--- config.mk ---
export PLATFORM = sky130hd
export DESIGN_NAME = pvdev_regfile
export DESIGN_NICKNAME = d
export VERILOG_FILES = /design/src/rtl/pvdev_pkg.sv /design/src/rtl/pvdev_feat_bank.sv /design/src/rtl/pvdev_queue_bank.sv /design/src/rtl/pvdev_irq.sv /design/src/rtl/pvdev_regfile.sv
export SDC_FILE = /design/constraint.sdc
export NUM_CORES = 2
export LEC_CHECK = 0
export BUFFER_PORTS_ARGS = -buffer_cell sky130_fd_sc_hd__buf_2
export CAP_MARGIN = 20
export CORE_MARGIN = 2
export CORE_UTILIZATION = 50
export DETAILED_ROUTE_END_ITERATION = 10
export PLACE_DENSITY_LB_ADDON = 0.3
export REMOVE_ABC_BUFFERS = 1
export SLEW_MARGIN = 5
export SYNTH_ARGS = -nofsm -noshare
export SYNTH_HDL_FRONTEND = slang
export SYNTH_HIERARCHICAL = 1
export SYNTH_SLANG_ARGS = --single-unit
--- constraint.sdc ---
create_clock -name clk -period 2.35 [get_ports clk]
set_clock_uncertainty 0.15 [all_clocks]
set_input_delay 0.47 -clock clk [delete_from_list [all_inputs] [get_ports clk]]
set_output_delay 0.47 -clock clk [all_outputs]
set_load 0.005 [all_outputs]
--- src/rtl/pvdev_pkg.sv ---
package pvdev_pkg;
  localparam int ADDR_W = 8;
  typedef logic [ADDR_W-1:0] ofs_t;

  localparam ofs_t OFS_MAGIC     = 8'h00;
  localparam ofs_t OFS_VERSION   = 8'h04;
  localparam ofs_t OFS_DEVID     = 8'h08;
  localparam ofs_t OFS_VENDOR    = 8'h0C;
  localparam ofs_t OFS_DFEAT     = 8'h10;
  localparam ofs_t OFS_DFEAT_SEL = 8'h14;
  localparam ofs_t OFS_AFEAT     = 8'h20;
  localparam ofs_t OFS_AFEAT_SEL = 8'h24;
  localparam ofs_t OFS_QSEL      = 8'h30;
  localparam ofs_t OFS_QMAX      = 8'h34;
  localparam ofs_t OFS_QSIZE     = 8'h38;
  localparam ofs_t OFS_QREADY    = 8'h44;
  localparam ofs_t OFS_NOTIFY    = 8'h50;
  localparam ofs_t OFS_ISR       = 8'h60;
  localparam ofs_t OFS_IACK      = 8'h64;
  localparam ofs_t OFS_STATUS    = 8'h70;
  localparam ofs_t OFS_DESC_LO   = 8'h80;
  localparam ofs_t OFS_DESC_HI   = 8'h84;
  localparam ofs_t OFS_AVAIL_LO  = 8'h90;
  localparam ofs_t OFS_AVAIL_HI  = 8'h94;
  localparam ofs_t OFS_USED_LO   = 8'hA0;
  localparam ofs_t OFS_USED_HI   = 8'hA4;
  localparam ofs_t OFS_GEN       = 8'hFC;

  localparam logic [31:0] MAGIC_WORD = 32'h7472_6976;

  localparam int NUM_CAUSES = 2;
  localparam int CAUSE_USED = 0;
  localparam int CAUSE_CFG  = 1;

  typedef enum logic [3:0] {
    QF_NONE, QF_SEL, QF_MAX, QF_SIZE, QF_READY,
    QF_DESC_LO, QF_DESC_HI, QF_AVAIL_LO, QF_AVAIL_HI, QF_USED_LO, QF_USED_HI
  } qfield_e;
endpackage

--- src/rtl/pvdev_feat_bank.sv ---
module pvdev_feat_bank
  import pvdev_pkg::*;
#(
  parameter int FEAT_SLICES = 2,
  parameter logic [FEAT_SLICES*32-1:0] DEV_FEATURES = '0,
  parameter int FSW = (FEAT_SLICES > 1) ? $clog2(FEAT_SLICES) : 1
) (
  input  logic                      clk,
  input  logic                      rst_n,
  input  logic                      clr_i,
  input  logic                      dsel_wr_i,
  input  logic                      asel_wr_i,
  input  logic                      afeat_wr_i,
  input  logic [31:0]               wdata_i,
  output logic [31:0]               dev_slice_o,
  output logic [FEAT_SLICES*32-1:0] drv_feat_o
);
  logic [31:0] dsel_q, asel_q;
  logic        dsel_ok, asel_ok;
  logic [FEAT_SLICES-1:0][31:0] dev_w;
  logic [FEAT_SLICES-1:0][31:0] drv_w;

  assign dev_w   = DEV_FEATURES;
  assign dsel_ok = (dsel_q < 32'(FEAT_SLICES));
  assign asel_ok = (asel_q < 32'(FEAT_SLICES));

  always_ff @(posedge clk or negedge rst_n) begin
    if (!rst_n) begin
      dsel_q <= '0;
      asel_q <= '0;
    end else begin
      if (dsel_wr_i) dsel_q <= wdata_i;
      if (asel_wr_i) asel_q <= wdata_i;
    end
  end

  assign dev_slice_o = dsel_ok ? dev_w[dsel_q[FSW-1:0]] : '0;

  for (genvar s = 0; s < FEAT_SLICES; s++) begin : g_slice
    logic hit;
    assign hit = afeat_wr_i && asel_ok && (asel_q[FSW-1:0] == FSW'(s));
    always_ff @(posedge clk or negedge rst_n) begin
      if (!rst_n)      drv_w[s] <= '0;
      else if (clr_i)  drv_w[s] <= '0;
      else if (hit)    drv_w[s] <= wdata_i;
    end
  end

  assign drv_feat_o = drv_w;

  AST_DRV_OOR_IGNORED: assert property (@(posedge clk) disable iff (!rst_n)
    (afeat_wr_i && !asel_ok && !clr_i) |=> $stable(drv_feat_o));
  AST_DRV_CLEARED: assert property (@(posedge clk) disable iff (!rst_n)
    clr_i |=> (drv_feat_o == '0));
endmodule

--- src/rtl/pvdev_queue_bank.sv ---
module pvdev_queue_bank
  import pvdev_pkg::*;
#(
  parameter int          NUM_QUEUES = 4,
  parameter int          QSZ_W      = 16,
  parameter int unsigned QUEUE_MAX  = 256,
  parameter int          DIDX_W     = (NUM_QUEUES > 1) ? $clog2(NUM_QUEUES) : 1
) (
  input  logic              clk,
  input  logic              rst_n,
  input  logic              clr_i,
  input  logic              wr_i,
  input  qfield_e           field_i,
  input  logic [31:0]       wdata_i,
  output logic [31:0]       rdata_o,
  input  logic [DIDX_W-1:0] dev_idx_i,
  output logic              dev_ready_o,
  output logic [QSZ_W-1:0]  dev_size_o,
  output logic [63:0]       dev_desc_o,
  output logic [63:0]       dev_avail_o,
  output logic [63:0]       dev_used_o
);
  localparam int NHALF = 6;

  logic [31:0]       sel_q;
  logic              sel_ok;
  logic [DIDX_W-1:0] sel_idx;
  logic [NUM_QUEUES-1:0]                   ready_v;
  logic [NUM_QUEUES-1:0][QSZ_W-1:0]        size_v;
  logic [NUM_QUEUES-1:0][NHALF-1:0][31:0]  ring_v;

  assign sel_ok  = (sel_q < 32'(NUM_QUEUES));
  assign sel_idx = sel_q[DIDX_W-1:0];

  always_ff @(posedge clk or negedge rst_n) begin
    if (!rst_n)                          sel_q <= '0;
    else if (wr_i && field_i == QF_SEL)  sel_q <= wdata_i;
  end

  for (genvar q = 0; q < NUM_QUEUES; q++) begin : g_queue
    logic                       hit;
    logic                       rdy;
    logic [QSZ_W-1:0]           sz;
    logic [NHALF-1:0][31:0]     ring;

    assign hit = wr_i && sel_ok && (sel_idx == DIDX_W'(q));

    always_ff @(posedge clk or negedge rst_n) begin
      if (!rst_n) begin
        rdy  <= 1'b0;
        sz   <= '0;
        ring <= '0;
      end else if (clr_i) begin
        rdy  <= 1'b0;
        sz   <= '0;
        ring <= '0;
      end else if (hit) begin
        case (field_i)
          QF_SIZE:     sz      <= wdata_i[QSZ_W-1:0];
          QF_READY:    rdy     <= wdata_i[0];
          QF_DESC_LO:  ring[0] <= wdata_i;
          QF_DESC_HI:  ring[1] <= wdata_i;
          QF_AVAIL_LO: ring[2] <= wdata_i;
          QF_AVAIL_HI: ring[3] <= wdata_i;
          QF_USED_LO:  ring[4] <= wdata_i;
          QF_USED_HI:  ring[5] <= wdata_i;
          default: ;
        endcase
      end
    end

    assign ready_v[q] = rdy;
    assign size_v[q]  = sz;
    assign ring_v[q]  = ring;
  end

  always_comb begin
    rdata_o = '0;
    if (sel_ok) begin
      case (field_i)
        QF_MAX:      rdata_o = 32'(QUEUE_MAX);
        QF_READY:    rdata_o = {31'b0, ready_v[sel_idx]};
        QF_DESC_LO:  rdata_o = ring_v[sel_idx][0];
        QF_DESC_HI:  rdata_o = ring_v[sel_idx][1];
        QF_AVAIL_LO: rdata_o = ring_v[sel_idx][2];
        QF_AVAIL_HI: rdata_o = ring_v[sel_idx][3];
        QF_USED_LO:  rdata_o = ring_v[sel_idx][4];
        QF_USED_HI:  rdata_o = ring_v[sel_idx][5];
        default: ;
      endcase
    end
  end

  assign dev_ready_o = ready_v[dev_idx_i];
  assign dev_size_o  = size_v[dev_idx_i];
  assign dev_desc_o  = {ring_v[dev_idx_i][1], ring_v[dev_idx_i][0]};
  assign dev_avail_o = {ring_v[dev_idx_i][3], ring_v[dev_idx_i][2]};
  assign dev_used_o  = {ring_v[dev_idx_i][5], ring_v[dev_idx_i][4]};

  AST_QUEUES_CLEARED: assert property (@(posedge clk) disable iff (!rst_n)
    clr_i |=> (ready_v == '0 && size_v == '0));
  AST_OOR_WRITE_IGNORED: assert property (@(posedge clk) disable iff (!rst_n)
    (wr_i && !sel_ok && !clr_i && field_i != QF_SEL) |=>
      ($stable(ready_v) && $stable(size_v) && $stable(ring_v)));
endmodule

--- src/rtl/pvdev_irq.sv ---
module pvdev_irq
  import pvdev_pkg::*;
#(
  parameter int NC = NUM_CAUSES
) (
  input  logic          clk,
  input  logic          rst_n,
  input  logic          clr_i,
  input  logic [NC-1:0] set_i,
  input  logic          ack_i,
  input  logic [NC-1:0] ack_bits_i,
  output logic [NC-1:0] status_o,
  output logic          irq_o
);
  logic [NC-1:0] keep;

  assign keep = clr_i ? '0 : (status_o & ~(ack_i ? ack_bits_i : '0));

  always_ff @(posedge clk or negedge rst_n) begin
    if (!rst_n) status_o <= '0;
    else        status_o <= keep | set_i;
  end

  assign irq_o = |status_o;

  AST_SET_WINS: assert property (@(posedge clk) disable iff (!rst_n)
    (set_i != '0) |=> ((status_o & $past(set_i)) == $past(set_i)));
  AST_ACK_CLEARS: assert property (@(posedge clk) disable iff (!rst_n)
    ack_i |=> ((status_o & $past(ack_bits_i) & ~$past(set_i)) == '0));
endmodule

--- src/rtl/pvdev_regfile.sv ---
module pvdev_regfile
  import pvdev_pkg::*;
#(
  parameter int          NUM_QUEUES   = 4,
  parameter int          FEAT_SLICES  = 2,
  parameter logic [FEAT_SLICES*32-1:0] DEV_FEATURES = 64'h0000_0001_8000_0035,
  parameter logic [31:0] VERSION      = 32'd2,
  parameter logic [31:0] DEVICE_ID    = 32'd1,
  parameter logic [31:0] VENDOR_ID    = 32'h0000_5AFE,
  parameter int          QSZ_W        = 16,
  parameter int unsigned QUEUE_MAX    = 256,
  parameter int          NIDX_W       = 16,
  parameter int          ST_W         = 8,
  parameter int          GEN_W        = 32,
  parameter int          DIDX_W       = (NUM_QUEUES > 1) ? $clog2(NUM_QUEUES) : 1
) (
  input  logic                      clk,
  input  logic                      rst_n,
  input  logic [ADDR_W-1:0]         bus_addr,
  input  logic                      bus_wr,
  input  logic [31:0]               bus_wdata,
  input  logic                      bus_rd,
  output logic [31:0]               bus_rdata,
  input  logic                      dev_used_evt,
  input  logic                      dev_cfg_evt,
  output logic                      irq_o,
  output logic                      notify_valid,
  output logic [NIDX_W-1:0]         notify_qidx,
  output logic [FEAT_SLICES*32-1:0] drv_features,
  output logic [ST_W-1:0]           dev_status,
  input  logic [DIDX_W-1:0]         dev_q_idx,
  output logic                      dev_q_ready,
  output logic [QSZ_W-1:0]          dev_q_size,
  output logic [63:0]               dev_q_desc,
  output logic [63:0]               dev_q_avail,
  output logic [63:0]               dev_q_used
);
  qfield_e              qfield;
  logic [31:0]          q_rdata;
  logic [31:0]          dev_slice;
  logic [NUM_CAUSES-1:0] isr;
  logic [NUM_CAUSES-1:0] set_vec;
  logic [ST_W-1:0]      st_q;
  logic [GEN_W-1:0]     gen_q;
  logic                 dev_reset;
  logic                 nfy_hit;
  logic [31:0]          rd_word;

  // Queue field decode
  always_comb begin
    case (bus_addr)
      OFS_QSEL:     qfield = QF_SEL;
      OFS_QMAX:     qfield = QF_MAX;
      OFS_QSIZE:    qfield = QF_SIZE;
      OFS_QREADY:   qfield = QF_READY;
      OFS_DESC_LO:  qfield = QF_DESC_LO;
      OFS_DESC_HI:  qfield = QF_DESC_HI;
      OFS_AVAIL_LO: qfield = QF_AVAIL_LO;
      OFS_AVAIL_HI: qfield = QF_AVAIL_HI;
      OFS_USED_LO:  qfield = QF_USED_LO;
      OFS_USED_HI:  qfield = QF_USED_HI;
      default:      qfield = QF_NONE;
    endcase
  end

  assign dev_reset = bus_wr && (bus_addr == OFS_STATUS) && (bus_wdata == '0);
  assign nfy_hit   = bus_wr && (bus_addr == OFS_NOTIFY);

  pvdev_feat_bank #(
    .FEAT_SLICES (FEAT_SLICES),
    .DEV_FEATURES(DEV_FEATURES)
  ) u_feat (
    .clk        (clk),
    .rst_n      (rst_n),
    .clr_i      (dev_reset),
    .dsel_wr_i  (bus_wr && bus_addr == OFS_DFEAT_SEL),
    .asel_wr_i  (bus_wr && bus_addr == OFS_AFEAT_SEL),
    .afeat_wr_i (bus_wr && bus_addr == OFS_AFEAT),
    .wdata_i    (bus_wdata),
    .dev_slice_o(dev_slice),
    .drv_feat_o (drv_features)
  );

  pvdev_queue_bank #(
    .NUM_QUEUES(NUM_QUEUES),
    .QSZ_W     (QSZ_W),
    .QUEUE_MAX (QUEUE_MAX),
    .DIDX_W    (DIDX_W)
  ) u_queue (
    .clk        (clk),
    .rst_n      (rst_n),
    .clr_i      (dev_reset),
    .wr_i       (bus_wr),
    .field_i    (qfield),
    .wdata_i    (bus_wdata),
    .rdata_o    (q_rdata),
    .dev_idx_i  (dev_q_idx),
    .dev_ready_o(dev_q_ready),
    .dev_size_o (dev_q_size),
    .dev_desc_o (dev_q_desc),
    .dev_avail_o(dev_q_avail),
    .dev_used_o (dev_q_used)
  );

  always_comb begin
    set_vec             = '0;
    set_vec[CAUSE_USED] = dev_used_evt;
    set_vec[CAUSE_CFG]  = dev_cfg_evt;
  end

  pvdev_irq u_irq (
    .clk       (clk),
    .rst_n     (rst_n),
    .clr_i     (dev_reset),
    .set_i     (set_vec),
    .ack_i     (bus_wr && bus_addr == OFS_IACK),
    .ack_bits_i(bus_wdata[NUM_CAUSES-1:0]),
    .status_o  (isr),
    .irq_o     (irq_o)
  );

  // Device status, generation count, notification pulse
  always_ff @(posedge clk or negedge rst_n) begin
    if (!rst_n) begin
      st_q         <= '0;
      gen_q        <= '0;
      notify_valid <= 1'b0;
      notify_qidx  <= '0;
    end else begin
      if (bus_wr && bus_addr == OFS_STATUS) st_q <= bus_wdata[ST_W-1:0];
      if (dev_cfg_evt) gen_q <= gen_q + 1'b1;
      notify_valid <= nfy_hit;
      if (nfy_hit) notify_qidx <= bus_wdata[NIDX_W-1:0];
    end
  end

  assign dev_status = st_q;

  // Read mux
  always_comb begin
    case (bus_addr)
      OFS_MAGIC:   rd_word = MAGIC_WORD;
      OFS_VERSION: rd_word = VERSION;
      OFS_DEVID:   rd_word = DEVICE_ID;
      OFS_VENDOR:  rd_word = VENDOR_ID;
      OFS_DFEAT:   rd_word = dev_slice;
      OFS_ISR:     rd_word = 32'(isr);
      OFS_STATUS:  rd_word = 32'(st_q);
      OFS_GEN:     rd_word = 32'(gen_q);
      default:     rd_word = q_rdata;
    endcase
  end

  always_ff @(posedge clk or negedge rst_n) begin
    if (!rst_n)      bus_rdata <= '0;
    else if (bus_rd) bus_rdata <= rd_word;
  end

  AST_MAGIC_READ: assert property (@(posedge clk) disable iff (!rst_n)
    (bus_rd && bus_addr == OFS_MAGIC) |=> (bus_rdata == MAGIC_WORD));
  AST_USED_RAISES_IRQ: assert property (@(posedge clk) disable iff (!rst_n)
    dev_used_evt |=> irq_o);
  AST_NOTIFY_PULSE: assert property (@(posedge clk) disable iff (!rst_n)
    nfy_hit |=> (notify_valid && notify_qidx == $past(bus_wdata[NIDX_W-1:0])));
  AST_NOTIFY_ONESHOT: assert property (@(posedge clk) disable iff (!rst_n)
    !nfy_hit |=> !notify_valid);
  AST_GEN_STEP: assert property (@(posedge clk) disable iff (!rst_n)
    dev_cfg_evt |=> (gen_q == $past(gen_q) + 1'b1));
  AST_RDATA_HOLD: assert property (@(posedge clk) disable iff (!rst_n)
    !bus_rd |=> $stable(bus_rdata));
endmodule

Word level (Yosys, flattened, before mapping)
Index checks and enable logic that the tools add are counted.
W data, S select, Z words.
- register bits after elaboration: 1087
- output and inout port bits: 331
- logic and storage cells: 210
- $add $sub $neg: 1
- order comparisons: 6
- equal/unequal tests: 35
- mux-type cells: 55
- bitwise logic cells: 4
- reductions and logical operators: 66
- operators by type and width (kind ; number):
    $mux W192 ; 10
    $bmux W192 S2 ; 2
    $pmux W32 S8 ; 2
    $mux W32 ; 14
    $mux W16 ; 10
    $lt A32 B2 Y1 const B ; 2
    $reduce_and A2 Y1 ; 32
    $eq A8 B8 Y1 const B ; 7
    $eq A8 B6 Y1 const B ; 5
    $eq A8 B7 Y1 const B ; 5
    $pmux W4 S10 ; 1
    $add A32 B1 Y32 const B ; 1
    $bmux W16 S2 ; 1
    $logic_not A32 Y1 ; 1
    $lt A32 B3 Y1 const B ; 1
    $reduce_bool A2 Y1 ; 14
    $eq A4 B3 Y1 const B ; 4
    $eq A8 B4 Y1 const B ; 2
    $eq A8 B5 Y1 const B ; 2
    $logic_and A1 B1 Y1 ; 16
    $eq A4 B4 Y1 const B ; 3
    $mux W1 ; 11
    $eq A4 B2 Y1 const B ; 2
    $eq A8 B3 Y1 const B ; 1
    14 further kinds ; 18

Logic depth before layout (Yosys ltp)
- depth after elaboration: 7
- depth in mapped cells: 14

By module
The synthesis kept the hierarchy.
- modules (own cells, without submodules) (module ; times used ; cells each ; area an instance (µm²) ; seq. area each (µm²)):
    pvdev_queue_bank ; 1 ; 3594 ; 48831.8 ; 21720.8
    pvdev_feat_bank ; 1 ; 435 ; 5739.3 ; 3203.1
    pvdev_regfile ; 1 ; 432 ; 4589.4 ; 2227.1
    pvdev_irq ; 1 ; 8 ; 85.1 ; 50.0

Least setup slack after synthesis
OpenSTA, ideal clock, no wires.
- path type: in2reg
- start: input bus_addr[2]
- end: register u_queue/g_queue[0].ring[112] (netlist bit)
- library setup time: 0.137 ns
- arrival: 3.067 ns
- data required time: 2.063 ns
- setup slack: -1.004 ns
- stages: 10
- buffers on the path: 4
- cells stage by stage: nor4_2 -> and3_1 -> buf_2 -> nand2_2 -> nor3_1 -> clkbuf_1 -> clkbuf_1 -> nand2b_1 -> clkbuf_1 -> mux2i_1
- word-level cells in the longest chain between the ends: 5
- ends and longest elaborated chain (item ; line ; text):
    start: declaration ; pvdev_regfile.sv:19 ; input logic [ADDR_W-1:0] bus_addr,
    $eq A8 B7 Y1 * ; pvdev_regfile.sv:66 ; assign dev_reset = bus_wr && (bus_addr == OFS_STATUS) && (bus_wdata == '0);
    $logic_and A1 B1 Y1 * (2 in a row) ; pvdev_regfile.sv:66 ;
    named net dev_reset ; pvdev_regfile.sv:45 ; logic dev_reset;
    $reduce_bool A2 Y1 (no line) ; -- ;
    $reduce_and A2 Y1 (no line) ; -- ;
    end: declaration ; pvdev_queue_bank.sv:44 ; logic [NHALF-1:0][31:0] ring;
Mark *: on every way through the listed nets, which the timed path passes. The rest lies on a longest branch.
A chain may end at the register's enable or synchronous reset.

Worst setup path after layout
- start: register u_queue.sel_q[21]
- end: register bus_rdata[1]
- word-level cells in the longest chain between the ends: 3
- ends and longest elaborated chain (item ; line ; text):
    start: declaration ; pvdev_queue_bank.sv:25 ; logic [31:0] sel_q;
    start signal: assignment ; pvdev_queue_bank.sv:37 ; else if (wr_i && field_i == QF_SEL) sel_q <= wdata_i;
    $lt A32 B3 Y1 ; pvdev_queue_bank.sv:32 ; assign sel_ok = (sel_q < 32'(NUM_QUEUES));
    $mux W32 ; pvdev_queue_bank.sv:79 ; if (sel_ok) begin
    named net q_rdata[1] ; pvdev_regfile.sv:39 ; logic [31:0] q_rdata;
    $pmux W32 S8 ; pvdev_regfile.sv:141 ; case (bus_addr)
    end signal: assignment ; pvdev_regfile.sv:156 ; else if (bus_rd) bus_rdata <= rd_word;
    end: declaration ; pvdev_regfile.sv:23 ; output logic [31:0] bus_rdata,
The timed path passes the listed nets, and every way through them passes these cells.

==> run_results.csv <==
group,metric,value,unit
sta,slew_violations,0,
critical_path,crit_type,"flip-flop to flip-flop",
route,drt_iter0_markers,4518,
power,peakVddDrop,0.7558,mV
power,switching_share,0.2509,
route,first_pass_iters,8,
synthesis,synth_area,0.05925,sq mm
critical_path,critPathMostFrequentCell,"buf_4",
sta,finalHoldViolCount,0,
place,placed_cells,6415,
final_layout,n_fill_cell,8579,
final_layout,drive_gt1_frac,0.3881,
power,p_int,0.03316,W
final_layout,seqCellArea,0.02721,sq mm
critical_path,worstSetupEndpointType,"flip-flop",
place,finalWeightedCongestion,0.9080,
floorplanning,start_util,0.5031,
clocking,insertion_delay,0.73,ns
clocking,clkTransAtPathRegs,0.06,ns
synthesis,yosys_warnings,6,
sta,fin_crit,2.641,ns
sta,worst_pin_slew,0.8718,ns
power,p_comb_frac,0.106,
sta,finalCritPeriodShare,1.124,
power,p_sw,0.01111,W
global_routing,grt.overflow.total,0,
critical_path,cp.arrival,3.14,ns
clocking,clock-root-buffer,"clkbuf_16",
place,placed_area,0.06649,sq mm
critical_path,required,2.85,ns
synthesis,synth.distinct_cells,78,
global_routing,grt_pass1_vias,44780,
sta,worst_slack,-0.2907,ns
power,power_frac_seq,0.437,
critical_path,path_cells,"nor4_2 -> buf_4 -> and4_4 -> buf_12 -> o211ai_1 -> buf_4 -> buf_6 -> a31oi_1 -> nor4b_4 -> o32a_1",
synthesis,ys_seq_elements,1087,
final_layout,fin_cells,7022,
outcome,outcome,"finished with violations",
place,io_buffers,378,
synthesis,synth_cells,4469,
route,ant_nets,0,
critical_path,critPathMaxStageDelay,0.40,ns
synthesis,synth_edf_count,0,
power,pwr-share-clk,0.457,
final_layout,fin_area,0.07546,sq mm
final_layout,area_growth,27.37,%
route,avgViaCountPerCell,6.226,
global_routing,antenna_found_initial,10,
floorplanning,rows,126,
power,power.density,586.6,mW/mm^2
global_routing,grt_max_degree,75,
route,finalWirelength,210700,um
worst_hold_path,hp-class,"primary input to flip-flop",
critical_path,cp_slowest_cell,"dfrtp_1",
outcome,violations,"setup timing",
global_routing,grt_use_total,0.3411,
route,route.detailed.drc,0,
clocking,ctsLongestPathBuffers,3,
synthesis,postSynthAreaPerCell,13.26,sq um
synthesis,synth_ff_type,"dfrtp_1",
global_routing,grt_pass1_wl,305700,um
floorplanning,die_area,0.1213,sq mm
sta,setup_viol,795,
floorplanning,dieWidth,348.2,um
clocking,cts_made_buffers,118,
route,vias,43720,
final_layout,multi_input_comb_area,0.03040,sq mm
clocking,cts.sinks,1087,
place,dp_hpwl,136000,um
final_layout,nets,5427,
job,max-cap-violations,0,
clocking,h-tree-depth,3,
route,wl_per_cell,30.01,um
floorplanning,core_area,0.1178,sq mm
critical_path,worstSetupStartpointType,"flip-flop",
sta,fmax,0.3787,GHz
synthesis,yosysSeqAreaShare,0.4591,
clocking,cts_tree,"done",
sta,rsz0062_at_grt,"true",
synthesis,async_flop_share,1.000,
floorplanning,ioPinCount,379,
power,p_leak,39.04,nW
floorplanning,fp.dieH,348.2,um
sta,slew_headroom,0.4188,
critical_path,critPathMaxFanout,3,
[per-layer routing]
metal	global-route usage	wire [um]
met1	0.4599	82220
met2	0.5193	95710
met3	0.09390	21660
met4	0.1488	11090
met5	0	67
[path summary, 6_finish.rpt]
check | from | slack (ns) | endpoint | cells after the start
worst max register to register | u_queue/sel_q[21] | -0.29 | bus_rdata[1] | 10
max in group asynchronous | rst_n | 0.94 | u_feat/drv_feat_o[39] | 4
worst min register to register | gen_q[31] | 0.33 | gen_q[31] | 1
worst min-delay path | bus_wdata[9] | 0.04 | u_feat/dsel_q[9] | 3
min in group asynchronous | rst_n | 0.15 | u_queue/g_queue[1].ring[83] | 2
worst max-delay path | u_queue/sel_q[21] | -0.29 | bus_rdata[1] | 10
[power by group through the flow]
| stage | clock [W] | combinational (W) | sequential [W] |
|---|---|---|---|
| 2_1_floorplan | 0 | 0.00158 | 0.0199 |
| 4_1_cts | 0.0204 | 0.00459 | 0.0193 |
| 3_3_place_gp | 0 | 0.00422 | 0.0197 |
| 5_1_grt | 0.0212 | 0.00494 | 0.0194 |
| 3_5_place_dp | 0 | 0.00425 | 0.0197 |
| 6_report | 0.0202 | 0.00469 | 0.0193 |
[synth_stat cells (12+ instances only)]
cell / number / area [sq um]
dfrtp_1: 1087 / 27200
nand2b_1: 971 / 6075
mux2i_1: 902 / 9029
mux4_2: 401 / 9031
clkbuf_1: 227 / 852.1
mux2_2: 121 / 1363
a22oi_1: 101 / 758.2
buf_2: 73 / 365.4
buf_4: 71 / 533.0
buf_6: 58 / 653.1
nand2_1: 50 / 187.7
a31oi_1: 44 / 275.3
nor2_1: 43 / 161.4
buf_1: 30 / 112.6
nor4_1: 28 / 175.2
nand4_4: 23 / 489.2
nand4_1: 22 / 137.6
xnor2_1: 22 / 192.7
a21oi_1: 20 / 100.1
a221oi_1: 15 / 131.4
and3_1: 15 / 93.84
nor2b_1: 12 / 75.07
[critical path: cells and delay by family (launching register included)]
kind                   cells  cell delay, ns
AO/OA/AOI/OAI              3            0.59
AND/OR/NAND/NOR            3            0.80
flip-flops                 1            0.40
buffers and inverters      4            0.61
[state kept, by name, indices dropped and copies added, names as in the netlist]
signal and flops:
u_queue/sel_q 32, u_feat/dsel_q 32, u_irq/status_o 2, dev_status 8
u_feat/drv_feat_o 64, u_feat/asel_q 32, u_queue/g_queue.rdy 4, notify_valid 1
gen_q 32, notify_qidx 16, u_queue/g_queue.ring 768, u_queue/g_queue.sz 64
bus_rdata 32
[layout by cell type, fill, tap and decap left out, drive strengths merged, types with 3 or more instances in the layout]
cell         instances
a21oi               21
a221oi              17
a222oi               4
a22o                 3
a22oi              101
a311oi               6
a31oi               44
and2                 3
and3                16
and3b                3
and4                 9
buf               1205
bufinv              16
clkbuf             178
clkinv              32
clkinvlp             5
conb                27
dfrtp             1087
diode                5
dlygate4sd3         12
inv                 12
mux2               121
mux2i              902
mux4               401
nand2               51
nand2b             971
nand3                8
nand3b               6
nand4               49
nor2                47
nor2b               12
nor3                 6
nor3b                4
nor4                34
nor4b                5
o21ai                3
xnor2               22
xor2                 9
[stage by stage]
step                setup WS (ns)  setup TNS (ns)  hold slack (ns)  total power [W]    util
global placement          -0.9284         -776.57           0.3051          0.02390  0.5646
floorplan                  -29.18               -          0.02441          0.02149       -
CTS                       -0.1744          -34.17          0.01034          0.04432  0.6310
global route              -0.3454         -108.43          0.03905          0.04548  0.6406
finish                    -0.2907          -56.66          0.03666          0.04426  0.6408
detailed placement        -0.9827         -817.59           0.3083          0.02394  0.5646
[cell families after synthesis]
logic type,synth area share
flip-flops,0.4591
multiplexers,0.3278
XOR/XNOR,0.004583
AO/OA/AOI/OAI,0.02762
buffers and inverters,0.04496
other,0.00006330
adder cells (fa/ha/maj),0.0002112
AND/OR/NAND/NOR,0.1356
[timing repair]
item,4_1_cts,5_1_grt
endpoints found under the setup margin,1006,1121
buffers inserted,312,44
gates resized for setup,126,161
cloned,16,9
hold buffers,12,0
pin swaps,17,29
endpoints found under the hold margin,321,0
[final cells by class]
type	count	area share
timing repair buffer	1228	0.1547
inverter	10	0.0004974
antenna	5	0.0001658
clock buffer	168	0.04633
tap	1536	0.02547
sequential	1087	0.3606
clock inverter	55	0.009468
multi-input combinational	2933	0.4028
Power figures use the tool's default switching activity.
